--- src/rtl/vfstep_pkg.sv ---
package vfstep_pkg;
  localparam int unsigned IMM_W      = 7;
  localparam int unsigned FLAGS_PER  = 3;
  localparam int unsigned IMM_SRC    = 5;
  localparam int unsigned IMM_DST    = 6;

  typedef struct packed {
    logic middle;
    logic outer;
    logic inner;
    logic vl_end;
  } cr_t;

  function automatic logic imm_selects_remap(input logic [IMM_W-1:0] imm, input int unsigned nremap);
    return (int'(imm) >= 1) && (int'(imm) <= int'(nremap));
  endfunction
endpackage

--- src/rtl/vfs_next_finder.sv ---
module vfs_next_finder #(
  parameter int unsigned MAXVL = 64
) (
  input  logic [MAXVL-1:0]         mask,
  input  logic [$clog2(MAXVL):0]   vl,
  input  logic [$clog2(MAXVL)-1:0] cur,
  output logic [$clog2(MAXVL)-1:0] nxt,
  output logic                     found
);
  localparam int unsigned SW = $clog2(MAXVL);

  always_comb begin
    found = 1'b0;
    nxt   = '0;
    for (int i = MAXVL - 1; i >= 0; i--) begin
      if (mask[i] && (i > int'(cur)) && (i < int'(vl))) begin
        found = 1'b1;
        nxt   = SW'(i);
      end
    end
  end
endmodule

--- src/rtl/vfs_cr_sel.sv ---
module vfs_cr_sel
  import vfstep_pkg::*;
#(
  parameter int unsigned NREMAP = 4
) (
  input  logic [IMM_W-1:0]            imm,
  input  logic [FLAGS_PER*NREMAP-1:0] remap_end,
  input  logic                        vl_end,
  output cr_t                         cr
);
  logic [FLAGS_PER-1:0] picked;

  always_comb begin
    picked = '0;
    for (int s = 0; s < int'(NREMAP); s++) begin
      if (imm_selects_remap(imm, NREMAP) && (int'(imm) == s + 1))
        picked = remap_end[s*FLAGS_PER +: FLAGS_PER];
    end
    cr.inner  = picked[0];
    cr.middle = picked[1];
    cr.outer  = picked[2];
    cr.vl_end = vl_end;
  end
endmodule

--- src/rtl/vfstep_ctrl.sv ---
module vfstep_ctrl
  import vfstep_pkg::*;
#(
  parameter int unsigned MAXVL  = 64,
  parameter int unsigned NREMAP = 4,
  parameter int unsigned RT_W   = 64
) (
  input  logic                            clk,
  input  logic                            rst_n,
  input  logic                            cmd_valid,
  input  logic                            cmd_vf,
  input  logic                            cmd_vs,
  input  logic                            cmd_ms,
  input  logic                            cmd_rc,
  input  logic                            cmd_rt_nz,
  input  logic [6:0]                      cmd_imm,
  input  logic [$clog2(MAXVL):0]          vl,
  input  logic [MAXVL-1:0]                src_mask,
  input  logic [MAXVL-1:0]                dst_mask,
  input  logic [3*NREMAP-1:0]             remap_end,
  output logic [$clog2(MAXVL)-1:0]        srcstep,
  output logic [$clog2(MAXVL)-1:0]        dststep,
  output logic [3:0]                      cr0,
  output logic                            rt_we,
  output logic [RT_W-1:0]                 rt_val
);
  localparam int unsigned SW = $clog2(MAXVL);

  // named internal events, observed by the bound checker
  logic          step_fire;
  logic          vl_end_w;
  logic          src_found, dst_found;
  logic [SW-1:0] src_nxt, dst_nxt;
  logic [SW-1:0] src_new, dst_new;
  logic          ret_fire;
  cr_t           cr_w;

  assign step_fire = cmd_valid & cmd_vf & ~cmd_vs & ~cmd_ms;

  vfs_next_finder #(.MAXVL(MAXVL)) u_src_find (
    .mask(src_mask), .vl(vl), .cur(srcstep), .nxt(src_nxt), .found(src_found)
  );

  vfs_next_finder #(.MAXVL(MAXVL)) u_dst_find (
    .mask(dst_mask), .vl(vl), .cur(dststep), .nxt(dst_nxt), .found(dst_found)
  );

  assign vl_end_w = ~(src_found & dst_found);
  assign src_new  = vl_end_w ? '0 : src_nxt;
  assign dst_new  = vl_end_w ? '0 : dst_nxt;

  vfs_cr_sel #(.NREMAP(NREMAP)) u_cr (
    .imm(cmd_imm), .remap_end(remap_end), .vl_end(vl_end_w), .cr(cr_w)
  );

  assign ret_fire = step_fire & cmd_rt_nz &
                    ((int'(cmd_imm) == int'(IMM_SRC)) || (int'(cmd_imm) == int'(IMM_DST)));

  always_ff @(posedge clk) begin
    if (!rst_n) begin
      srcstep <= '0;
      dststep <= '0;
      cr0     <= '0;
      rt_we   <= 1'b0;
      rt_val  <= '0;
    end else begin
      rt_we <= ret_fire;
      if (step_fire) begin
        srcstep <= src_new;
        dststep <= dst_new;
        if (cmd_rc) cr0 <= cr_w;
      end
      if (ret_fire)
        rt_val <= (int'(cmd_imm) == int'(IMM_SRC)) ? RT_W'(src_new) : RT_W'(dst_new);
    end
  end
endmodule

--- config.mk ---
export PLATFORM = sky130hd
export DESIGN_NAME = vfstep_ctrl
export DESIGN_NICKNAME = d
export VERILOG_FILES = /design/src/rtl/vfstep_pkg.sv /design/src/rtl/vfs_next_finder.sv /design/src/rtl/vfs_cr_sel.sv /design/src/rtl/vfstep_ctrl.sv
export SDC_FILE = /design/constraint.sdc
export NUM_CORES = 1
export LEC_CHECK = 0
export BUFFER_PORTS_ARGS = -buffer_cell sky130_fd_sc_hd__buf_2
export CAP_MARGIN = 20
export CORE_UTILIZATION = 47
export CTS_CLUSTER_SIZE = 40
export DETAILED_ROUTE_END_ITERATION = 6
export HOLD_SLACK_MARGIN = 0.06
export PLACE_DENSITY_LB_ADDON = 0.2
export SYNTH_ARGS = -nofsm -noshare
export SYNTH_HDL_FRONTEND = slang
export SYNTH_SLANG_ARGS = --single-unit
--- constraint.sdc ---
create_clock -name clk -period 3.8 [get_ports clk]
set_input_delay 0.76 -clock clk [delete_from_list [all_inputs] [get_ports clk]]
set_output_delay 0.76 -clock clk [all_outputs]
set_load 0.01 [all_outputs]
After elaboration in Yosys (flattened, before gate mapping):

Index checks and enable logic that the tools add are counted.

* equality and inequality tests: 6
* $lt $le $gt $ge: 191
* multiplexer cells: 259
* bitwise gates (word level): 9
* reduce and logical (&&, ||, !) cells: 259

Operators by type and width (count)
* $mux 6: 129
* $gt 6x6->1 const A: 64
* $logic_and 1x1->1: 257
* $lt 6x7->1 const A: 32
* $gt 5x6->1 const A: 32
* $mux 1: 126
* $lt 5x7->1 const A: 16
* $gt 4x6->1 const A: 16
* $lt 4x7->1 const A: 8
* $gt 3x6->1 const A: 8
* $lt 3x7->1 const A: 4
* $gt 2x6->1 const A: 4
* $eq 7x4->1 const B: 3
* $eq 7x3->1 const B: 2
* $lt 2x7->1 const A: 2
* $gt 1x6->1 const A: 2
* $mux 3: 4
* $eq 7x2->1 const B: 1
* $ge 7x1->1 const B: 1
* $le 7x3->1 const B: 1
* $lt 1x7->1 const A: 1
* $and 1x1->1: 6
* $not 1->1: 3
* $reduce_and 2->1: 1
* $logic_or 1x1->1: 1

* flip-flop bits (word level): 81
* output and inout bits: 81
* input bits: 162
* word-level logic and storage cells: 729

Logic depth before layout (Yosys ltp):

* word-level depth: 69
* mapped depth: 13
* depth with buffers taken out: 9

By module:

Synthesis repeated with hierarchy kept, for this count alone.

* cells, all modules: 1003
* area, all modules: 6567.5 µm²

Modules (own cells, without submodules)
* vfs_next_finder: cells each 409, area each 2476.1 µm², sequential area each 0.0 µm², times used 2
* vfstep_ctrl: cells each 170, area each 1487.7 µm², sequential area each 460.4 µm², times used 1
* vfs_cr_sel: cells each 15, area each 127.6 µm², sequential area each 0.0 µm², times used 1

Worst setup path before layout:

Ideal clock, no wire load.

* path kind: input to register
* start: input port vl[6]
* end: register rt_val[4]
* library setup time: 0.120 ns
* path buffers: 2
* slack: 0.258 ns
* data arrival time: 3.423 ns
* required time: 3.680 ns
* stages: 11
* cell sequence: clkbuf_2 or4b_4 o2111a_1 a31oi_2 o2111ai_1 or4b_4 nor4_4 or2_1 buf_6 nor4_1 o31a_1

* word-level cells in the longest chain between the ends: 68
* elaborated cells on any way between the ends: 445
* those cells by class: order compare: 63; mux: 255; bitwise: 1; reduce/logical: 126

RTL lines
* start: declaration: RTL line vfstep_ctrl.sv:17 `input logic [$clog2(MAXVL):0] vl,`
* $lt 6x7->1: RTL line vfs_next_finder.sv:16 `if (mask[i] && (i > int'(cur)) && (i < int'(vl))) begin`
* $logic_and 1x1->1: RTL line vfs_next_finder.sv:16
* $mux 1 (63 in series): RTL line vfs_next_finder.sv:16
* $and 1x1->1: RTL line vfstep_ctrl.sv:48 `assign vl_end_w = ~(src_found & dst_found);`
* $mux 6, on equally long branches: RTL line vfstep_ctrl.sv:50, vfstep_ctrl.sv:49
* $mux 6 *: RTL line vfstep_ctrl.sv:74 `rt_val <= (int'(cmd_imm) == int'(IMM_SRC)) ? RT_W'(src_new) : RT_W'(dst_new);`
* end signal: assignment: RTL line vfstep_ctrl.sv:74
* end: declaration: RTL line vfstep_ctrl.sv:25 `output logic [RT_W-1:0] rt_val`

Every way passes the cells marked *; elsewhere a longest branch is shown, timed or not.
A chain may end at the register's enable or synchronous reset.

Worst setup path in the final report:

* start: input port vl[6]
* end: register rt_val[2]

The elaborated chain is that of the path after synthesis.

==> impl_summary.txt <==
----------------------------------------------------
[Logic synthesis]
  Mean Syn Cell Area ... 6.61 µm²
  Part of the Yosys area used for sequential elements ... 0.0694
  Fraction of synthesis flops using an asynchronous set or reset pin ... 0
  Most common flop cell mapped by yosys ... sky130_fd_sc_hd__dfxtp_1
  Post-synth EDFFs ... 0
  Area share of the largest cell type after synthesis ... 0.0694
  Number of standard cells after synthesis ... 1004
  Top post-synthesis cells by count ... 81 x sky130_fd_sc_hd__nand2_1, 72 x sky130_fd_sc_hd__nor2_1, 72 x sky130_fd_sc_hd__o21ai_0
  Count of cell types in the netlist ... between 80 and 90
  Cell type with the highest aggregate area in the netlist ... sky130_fd_sc_hd__dfxtp_1
  Register bit total from synthesis ... 23
  Most frequent cell after synthesis ... sky130_fd_sc_hd__nand2_1
  Post-synth design cell area ... between 0.006 and 0.007 mm²
  Synth warnings ... 0
  Leading cell types by total area after synthesis ... sky130_fd_sc_hd__dfxtp_1 6.9%, sky130_fd_sc_hd__buf_4 6.6%, sky130_fd_sc_hd__o21ai_0 5.4%

[Clocking]
  Resized Gates After CTS ... 0
  Worst-path clk slew ... 0.06 ns
  Clock root buffer ... sky130_fd_sc_hd__clkbuf_16
  Sink Count ... 23
  Latest clock arrival within the worst-skew pair ... roughly 0.26 ns
  CTS HTree Levels ... 1
  Number of buffers inserted during clock tree synthesis ... 3
  Buffers inserted during post-CTS setup optimization ... 0
  Max Buffers Root-to-Sink ... 2
  Hold-fix buffers, CTS ... 0
  CTS tree ... built

[Detailed routing]
  Routed Wire Length ... between 30000 and 40000 µm
  Number of routed nets with antenna violations ... 0
  TritonRoute pass-1 iters ... 7
  Vias post-DR ... about 9900
  Routed wire per std cell ... between 20 and 25 µm
  Number of DRC violations after detailed-routing iteration 0 ... between 1000 and 1500
  Number of design rule violations left after detail routing ... 4
  Number of vias per cell after detailed routing ... 6.58

[Global routing]
  Total GRT Usage ... 0.430
  First-pass GRT wire length ... a little under 50000 µm
  Initial antenna violation count ... 2
  Total grt overflow ... 0
  Pin count of the biggest net entering global routing ... 40
  Vias in the first global route ... around 9000

[Critical path]
  Worst Path Max Fanout ... 7
  Buffering stage count on the worst path with inverters included ... 4
  Slowest cell on the critical path ... sky130_fd_sc_hd__a2111oi_0
  Critical Setup Path Class ... input pin to flip-flop
  Cells along the critical path ... buf_2 -> or2_2 -> a31oi_1 -> o21ai_0 -> a2111oi_0 -> buf_4 -> nand3_1 -> nor4_1 -> buf_4 -> or2_1 -> buf_4 -> o311a_1 -> nor3_1
  Endpoint class of the critical path ... flip-flop
  Slowest cell delay on critical path ... 0.55 ns
  Startpoint Class ... input pin
  Crit path arrival time ... roughly 3.8 ns
  Gate family responsible for the most delay along the worst path ... compound AO/OA/AOI/OAI gates
  Most used cell along the critical path ... sky130_fd_sc_hd__buf_4
  Data required, critical path ... 3.95 ns

[STA]
  Final Slew Violations ... 0
  Total count of hold-check failures in the final report ... 0
  F_max ... 0.274 GHz
  Slew margin rel. ... 0.449
  Final period utilization ... 0.961
  Unrepaired setup endpoints after global routing ... no
  Max Clock Skew ... around 0.0020 ns
  Setup violators final ... 0
  Transition time at the pin with the least slew margin ... slightly above 0.8 ns
  Shortest period the worst path allows ... 3.65 ns

[Floorplanning]
  Placeable Area ... 0.0138 mm²
  I/O pin count ... around 240
  Starting utilization of the core area ... 0.480
  Die width ... about 120 µm
  Std cell rows ... 43
  Area of the die ... ~0.015 mm²
  DIE HEIGHT ... about 120 µm

[Place]
  Quantity of I/O buffers inserted on ports ... 182
  Dpl cells ... 1502
  RD Place Congestion ... around 1.1
  Dpl hpwl ... 26900 µm
  Instance area after placement ... ~0.009 mm²

[Finish]
  Final design instance area without fill ... about 0.0090 mm²
  Share of the core filled with cells ... 0.648
  Final-stage net count ... about 1500
  Post-Layout Cell Count ... 1508
  Layout cell share with drive strength beyond 1 ... 0.339
  Synthesis-to-finish area growth ... 35.1%

[Worst hold path]
  Hold WC Path Type ... flip-flop to flip-flop

[Power]
  Worst IR drop on VDD ... between 0.2 and 0.3 mV
  Power per unit of standard cell area ... ~140 mW/mm²
  Static leakage ... roughly 3.9 nW

[Status]
  Status ... finished, violations left
  Failing checks ... design-rule violations

[Flow run]
  Number of maximum-capacitance violations ... 0

----------------------------------------------------
power breakdown:
part           total [mW]  internal, mW  switching [mW]
Clock               0.239         0.142          0.0964
Sequential          0.246         0.243         0.00254
Combinational       0.810         0.367           0.443
Total                1.29         0.753           0.542
sequential cells by signal (all words and copies together) (netlist names):
signal   cells
rt_we        1
srcstep      6
rt_val       6
dststep      6
cr0          4
per-layer routing:
layer,up-vias,GRT usage,routed length (µm)
li1,4540,-,-
met1,4529,0.531,12700
met2,711,0.727,14900
met3,148,0.0561,3080
met4,0,0.225,1930
met5,-,0,0
cell families (layout without fill, tap and decap cells):
kind of cell	count (synthesis)	count (layout)	share of synthesized area
other cells	1	60	0.000565
compound gates	430	430	0.475
mux	3	3	0.00509
simple gates	381	381	0.315
flops	23	23	0.0694
buf+inv	166	431	0.135
worst reg2reg max path, delay by kind of cell (launching register included):
kind / cells / cell delay [ns]
and+or+nand+nor: 7 / 1.70
AOI/OAI and AO/OA: 2 / 0.94
buffers and inverters: 2 / 0.34
DFF: 1 / 0.53
worst paths after layout:
path | from | end | slack, ns | cells past startpoint
max | vl[6] | rt_val[2]$_SDFFE_PN0P_ | 0.15 | 13
min | dststep[0]$_SDFFE_PN0P_ | dststep[0]$_SDFFE_PN0P_ | 0.49 | 2
max reg2reg | srcstep[4]$_SDFFE_PN0P_ | rt_val[2]$_SDFFE_PN0P_ | 0.18 | 11
min reg2reg | dststep[0]$_SDFFE_PN0P_ | dststep[0]$_SDFFE_PN0P_ | 0.49 | 2
area by class of cell:
type	instances	area, µm²
Antenna cell	2	5.00
Clock buffer	3	75.1
Clock inverter	1	5.00
Fill cell	1327	4860
Inverter	23	86.3
Multi-Input combinational cell	872	5490
Sequential cell	23	460
Tap cell	180	225
Timing Repair Buffer	404	2620
metrics by stage:
step / power, mW / worst slack [ns] / TNS [ns] / hold slack [ns]
final: 1.29 / 0.149 / 0 / 0.491
after global routing: 1.35 / 0.0115 / 0 / 0.529
after CTS: 1.27 / 0.223 / 0 / 0.491
after detailed placement: 1.03 / -0.0242 / -0.0745 / 0.482
after global placement: 1.03 / -0.0266 / -0.0497 / 0.467
after floorplan: 0.686 / 0.258 / 0 / 0.520
placed cells by master, fill, tap and decap left out, drive strengths merged, types with 14 or more instances in the layout:
master / instances
buf: 404
nand2: 81
o21ai: 73
nor2: 72
a21oi: 60
conb: 58
nand3: 36
a31oi: 26
o2111ai: 25
nand4: 24
dfxtp: 23
nor3: 23
inv: 21
o211ai: 21
nor2b: 19
o21a: 16
o221ai: 16
nand2b: 15
a21o: 15
o31ai: 15
nor4: 15
a211oi: 15
and3: 14
or2: 14
(Power assumes the default switching activity.)
